## src/rtl/periodic_rate_gen.sv

```systemverilog
`timescale 1ns/1ps
module periodic_rate_gen #(
  parameter int CNT_W  = 15,
  parameter int CODE_W = 4
) (
  input  logic              clk,
  input  logic              rst_n,
  input  logic              tick_32k,
  input  logic [CODE_W-1:0] rate_sel,
  input  logic              rate_en,
  output logic              rate_evt
);

  localparam logic [CNT_W-1:0] ALL_ONES = {CNT_W{1'b1}};

  logic [CNT_W-1:0]  phase_q;
  logic [CNT_W-1:0]  phase_nx;
  logic [CNT_W-1:0]  low_mask;
  logic [CODE_W-1:0] shift_amt;
  logic              hit;

  assign phase_nx  = phase_q + 1'b1;
  assign shift_amt = rate_sel - 1'b1;
  assign low_mask  = ~(ALL_ONES << shift_amt);
  assign hit       = rate_en && (rate_sel != '0) && ((phase_nx & low_mask) == '0);

  always_ff @(posedge clk or negedge rst_n) begin
    if (!rst_n) begin
      phase_q  <= '0;
      rate_evt <= 1'b0;
    end else begin
      rate_evt <= tick_32k & hit;
      if (tick_32k) phase_q <= phase_nx;
    end
  end

endmodule

```

## config.mk

```make
export PLATFORM = sky130hd
export DESIGN_NAME = periodic_rate_gen
export DESIGN_NICKNAME = d
export VERILOG_FILES = /design/src/rtl/periodic_rate_gen.sv
export SDC_FILE = /design/constraint.sdc
export NUM_CORES = 1
export LEC_CHECK = 0
export CAP_MARGIN = 20
export CELL_PAD_IN_SITES_DETAIL_PLACEMENT = 1
export CELL_PAD_IN_SITES_GLOBAL_PLACEMENT = 1
export CORE_ASPECT_RATIO = 1.75
export CORE_MARGIN = 5
export CORE_UTILIZATION = 39
export DETAILED_ROUTE_END_ITERATION = 7
export HOLD_SLACK_MARGIN = 0.03
export PLACE_DENSITY = 0.78
export SLEW_MARGIN = 10
export SYNTH_ARGS = -nofsm -noshare
export SYNTH_HDL_FRONTEND = slang
export SYNTH_SLANG_ARGS = --single-unit
```

## constraint.sdc

```tcl
create_clock -name clk -period 1.7 [get_ports clk]
set_input_delay 0.255 -clock clk [delete_from_list [all_inputs] [get_ports clk]]
set_output_delay 0.255 -clock clk [all_outputs]
set_load 0.01 [all_outputs]
```

# After elaboration in Yosys (flattened, before gate mapping)
# Index checks and enable logic that the tools add are counted.
dict set report word_totals {
  reg_bits 16
  in_bits 8
  output_inout_bits 1
  elab_cells 12
}
dict set report op_classes {
  n_bitwise 3
  reduce_logical 4
  n_shift 1
  addsub 2
}
# cell count
set op_table {}
lappend op_table {{adder 15 x 1 -> 15 bit (second input constant)} 1}
lappend op_table {{AND 15 bit} 1}
lappend op_table {{logical NOT 15 bit} 1}
lappend op_table {{inverter 15 bit} 1}
lappend op_table {{left shift 15 x 4 -> 15 bit (first input constant)} 1}
lappend op_table {{nonzero test 4 bit} 1}
lappend op_table {{subtractor 4 x 1 -> 4 bit (second input constant)} 1}
lappend op_table {{logical AND 1 bit} 2}
lappend op_table {{AND 1 bit} 1}

# Depth between registers and ports, before layout
dict set report logic_depth {
  depth_word 7
  ltp_mapped 9
}

# Worst setup path before layout
# OpenSTA, ideal clock, no wires.
dict set report synth_path {
  path_type {input-to-reg}
  from {input port rate_sel[1]}
  to {register rate_evt}
  setup_ps 101
  setup_slack_ps -156
  arrival_ps 1755
  required_time_ps 1599
  cell_stages 9
  cell_sequence {inv_1 > ha_1 > inv_1 > ha_1 > maj3_1 > nor2_1 > a2bb2oi_1 > nand4_1 > nor4_1}
}
dict set report synth_via {
  elab_chain_cells 7
  word_cells_on_any_way 9
  cone_classes {add/sub: 1; shift: 1; bitwise: 3; reduce/logical: 4}
}
# element line_no
set synth_lines {}
lappend synth_lines {{from (decl)} 9} ;# input logic [CODE_W-1:0] rate_sel,
lappend synth_lines {{subtractor 4 x 1 -> 4 bit} 23} ;# assign shift_amt = rate_sel - 1'b1;
lappend synth_lines {{left shift 15 x 4 -> 15 bit} 24} ;# assign low_mask = ~(ALL_ONES << shift_amt);
lappend synth_lines {{inverter 15 bit} 24}
lappend synth_lines {{AND 15 bit} 25} ;# assign hit = rate_en && (rate_sel != '0) && ((phase_nx & low_mask) == '0);
lappend synth_lines {{logical NOT 15 bit} 25}
lappend synth_lines {{logical AND 1 bit (*)} 25}
lappend synth_lines {{AND 1 bit (*)} 32} ;# rate_evt <= tick_32k & hit;
lappend synth_lines {{to (signal assigned)} 32}
lappend synth_lines {{to (decl)} 11} ;# output logic rate_evt
# Mark *: on every way between the ends. The rest lies on a longest branch, timed or not.
# A chain may end at the register's enable or synchronous reset.

# Worst setup path in the final report
dict set report layout_path {
  from {register phase_q[0]}
  to {register rate_evt}
}
dict set report layout_via {
  elab_chain_cells 5
}
# element line_no
set layout_lines {}
lappend layout_lines {{from (decl)} 16} ;# logic [CNT_W-1:0] phase_q;
lappend layout_lines {{from (signal assigned)} 33} ;# if (tick_32k) phase_q <= phase_nx;
lappend layout_lines {{adder 15 x 1 -> 15 bit} 22} ;# assign phase_nx = phase_q + 1'b1;
lappend layout_lines {{AND 15 bit} 25}
lappend layout_lines {{logical NOT 15 bit} 25}
lappend layout_lines {{logical AND 1 bit} 25}
lappend layout_lines {{AND 1 bit} 32}
# Every way passes these cells.

==> results.sh <==
export IMPL_switching_power_mw=0.6654
export IMPL_worst_hold_slack_ps=315.8
export IMPL_power_total_mw=1.819
export IMPL_netlist_area_before_placement_mm2=0.001151
export IMPL_clkSinkCount=16
export IMPL_die_width_um=51.07
export IMPL_seq_area_um2=402.9
export IMPL_yosys_cell_types_count=33
export IMPL_drt_iter0_markers=54
export IMPL_cts_hold_buffers=0
export IMPL_drive_above_1_share_pct=40.94
export IMPL_initial_standard_cell_utilization_of_the_core_pct=39.76
export IMPL_die_height_um=81.87
export IMPL_multi_input_area_um2=823.3
export IMPL_io_buffers=8
export IMPL_via_count=1149
export IMPL_tightest_slew_ps=316.3
export IMPL_hold_violations=0
export IMPL_synth_avg_cell_area_um2=8.993
export IMPL_grt_antenna_before_repair=0
export IMPL_max_vdd_ir_drop_v=0.0005856
export IMPL_synth_top_cells_by_area="sky130_fd_sc_hd__dfrtp_1 35%, sky130_fd_sc_hd__xnor2_1 13%, sky130_fd_sc_hd__xor2_1 6.8%"
export IMPL_numCtsBuffers=3
export IMPL_yosys_warnings=0
export IMPL_cts_tree="yes"
export IMPL_synthDominantAreaCellType="sky130_fd_sc_hd__dfrtp_1"
export IMPL_fillerInstances=332
export IMPL_final_worst_setup_slack_ps=-97.74
export IMPL_sw_frac_of_total_pct=36.58
export IMPL_grt_setup_unrepaired="true"
export IMPL_status="finished with violations"
export IMPL_finalCriticalPeriod_ps=1798
export IMPL_critical_path_peak_fanout=4
export IMPL_grt_max_degree=17
export IMPL_skew_ps=2.040
export IMPL_synthesized_instance_count=128
export IMPL_crit_arrival_ps=1970
export IMPL_worst_setup_path_end_kind="flop"
export IMPL_yosys_top_cells_count="17 x sky130_fd_sc_hd__xnor2_1, 16 x sky130_fd_sc_hd__dfrtp_1, 11 x sky130_fd_sc_hd__nand2_1, 11 x sky130_fd_sc_hd__nand3_1, 9 x sky130_fd_sc_hd__xor2_1"
export IMPL_worstReg2RegStart="phase_q[0]$_DFFE_PN0P_"
export IMPL_ios=9
export IMPL_slew_headroom_pct=78.76
export IMPL_grt_use_total_pct=20.30
export IMPL_critical_path_required_ps=1870
export IMPL_drt_wirelength_per_cell_um=19.14
export IMPL_synth_nets=141
export IMPL_drc_errors=0
export IMPL_worst_setup_hold_path_clk_slew_ps=70
export IMPL_grt_pass1_vias=1315
export IMPL_synth_enable_flop_cells=0
export IMPL_wirelength_mm=3.809
export IMPL_pre_cts_slack_ps=-624.1
export IMPL_violations="setup timing"
export IMPL_vias_per_cell=5.774
export IMPL_power_per_cell_area_mw_per_mm2=1079
export IMPL_ys_dominant_reg_cell="sky130_fd_sc_hd__dfrtp_1"
export IMPL_maxcap_violations=0
export IMPL_synth_async_reset_ratio_pct=100.0
export IMPL_cts_max_path_buffers=2
export IMPL_final_core_util_pct=58.21
export IMPL_post_route_period_util_pct=105.7
export IMPL_sequential_share_of_power_pct=28.9
export IMPL_cts_root_buf="sky130_fd_sc_hd__clkbuf_8"
export IMPL_timing_final_max_slew_violations=0
export IMPL_place_detailed_hpwl_mm=2.758
export IMPL_grt_ovfl_total=0
export IMPL_synth_top_area_share_pct=34.78
export IMPL_hold_path_class="in2async"
export IMPL_drt_pre_antenna_iters=4
export IMPL_setup_worst_path_start_class="flop"
export IMPL_grt_pass1_wl_mm=6.279
export IMPL_gpl_final_weighted_congestion=0.8981
export IMPL_finalSetupViolCount=1
export IMPL_layout_nets=185
export IMPL_synth_most_common_cell="sky130_fd_sc_hd__xnor2_1"
export IMPL_antenna_cells_inserted=0
export IMPL_num_rows=26
export IMPL_number_of_nets_with_antenna_violations_after_detailed_routing=0
export IMPL_p_comb_share_pct=53.9
export IMPL_total_leakage_power_nw=0.7359
export IMPL_timing_setup_critical_path_class="reg2reg"
export IMPL_worstSkewPairLatency_ps=260
export IMPL_die_area_mm2=0.004181
export IMPL_p_int_mw=1.153
export IMPL_crit_path_start="phase_q[0]$_DFFE_PN0P_"
export IMPL_power_clock_fraction_pct=17.3
export IMPL_max_freq_mhz=556.3
export IMPL_final_setup_tns_ps=-97.74
export IMPL_growth_of_design_area_from_synthesis_to_finish_pct=46.41
export IMPL_synth_seq_cells=16
export IMPL_core_area_mm2=0.002895
export IMPL_cts_htree_levels=1
export IMPL_sequential_area_share_after_synthesis_pct=34.78
## cells in the final DEF (no fill, tap or decap), drive strengths merged
cell           synthesis  routed
o211ai                 1       1
or3                    2       2
nor2                   7       7
mux2                   2       2
or2b                   1       1
ha                     5       5
o32ai                  1       1
inv                    6       6
clkbuf                 0       4
maj3                   1       1
o21ai                  2       2
o2111ai                1       1
clkdlybuf4s50          0       5
dlygate4sd2            0       1
nor3                   5       5
dfrtp                 16      16
a2bb2oi                1       1
xnor2                 17      17
or2                    1       1
a211oi                 1       1
and4                   1       1
a21o                   1       1
nand3                 12      12
buf                    6      37
nand4                  7       7
xor2                   9       9
clkdlybuf4s15          0       2
nor4                   3       3
a31oi                  1       1
a21oi                  6       6
nand2                 11      11
and3                   1       1
## path summary, 6_finish.rpt
path / slack [ps] / to / cells past startpoint
worst max-delay path: -100 / rate_evt$_DFF_PN0_ / 6
worst min-delay path: 320 / phase_q[1]$_DFFE_PN0P_ / 2
worst max register to register: -100 / rate_evt$_DFF_PN0_ / 6
worst min register to register: 490 / phase_q[14]$_DFFE_PN0P_ / 1
max in group asynchronous: 1180 / phase_q[9]$_DFFE_PN0P_ / 2
min in group clk: 490 / phase_q[14]$_DFFE_PN0P_ / 1
## flip-flops by register name (all words and copies together) (netlist names)
name / count
phase_q: 15
rate_evt: 1
## worst max-delay path: stages (launching register included)
cell	delay [ps]
sky130_fd_sc_hd__dfrtp_2	410
sky130_fd_sc_hd__nand4_1	150
sky130_fd_sc_hd__nor3_2	290
sky130_fd_sc_hd__mux2_4	330
sky130_fd_sc_hd__o2111ai_2	180
sky130_fd_sc_hd__nand4_1	130
sky130_fd_sc_hd__nor4_2	210
## area by class of cell
| type | instances | area share (%) |
|---|---|---|
| repair buffers | 45 | 21.16 |
| well taps | 28 | 2.079 |
| clock buffers | 4 | 2.673 |
| multi-input cells | 100 | 48.85 |
| flip-flops and latches | 16 | 23.90 |
| inverters | 6 | 1.336 |
## per-stage QoR
step                instances  area [um2]
CTS                       197        1604
finish                    199        1685
global route              199        1685
detailed placement        188        1483
global placement          188        1483
floorplan                 128        1181
## power groups by stage
stage | Clock [mW] | Sequential, mW | Combinational (mW)
6_report | 0.315 | 0.525 | 0.979
5_1_grt | 0.333 | 0.535 | 1.06
4_1_cts | 0.312 | 0.532 | 0.903
3_5_place_dp | 0 | 0.539 | 0.845
3_3_place_gp | 0 | 0.535 | 0.802
2_1_floorplan | 0 | 0.551 | 0.486
## per-layer routing
| layer | part of all wire [%] | global-route usage, % | vias to the layer above | wire (um) |
|---|---|---|---|---|
| met1 | 36 | 19.96 | 585 | 1390 |
| met4 | 3.0 | 9.704 | 0 | 114 |
| li1 | - | - | 533 | - |
| met2 | 57 | 40.05 | 21 | 2190 |
| met3 | 3.0 | 2.904 | 10 | 114 |
| met5 | 0 | 0 | - | 0 |
## logic make-up after synthesis
| logic type | count (synthesis) | synth area share (%) |
|---|---|---|
| and+or+nand+nor | 51 | 23.59 |
| xor gates and xnor gates | 26 | 19.78 |
| DFF | 16 | 34.78 |
| AOI/OAI and AO/OA | 15 | 8.263 |
| buffers and inverters | 12 | 5.325 |
| adders and majority gates | 6 | 6.304 |
| muxes | 2 | 1.956 |
## repair_timing
action                                  4_1_cts  5_1_grt
gates resized for setup                      15       13
setup buffers                                 5        2
endpoints found under the setup margin        3        1
gates cloned                                  0        0
pin swaps                                     9        6
(Power assumes the default switching activity.)
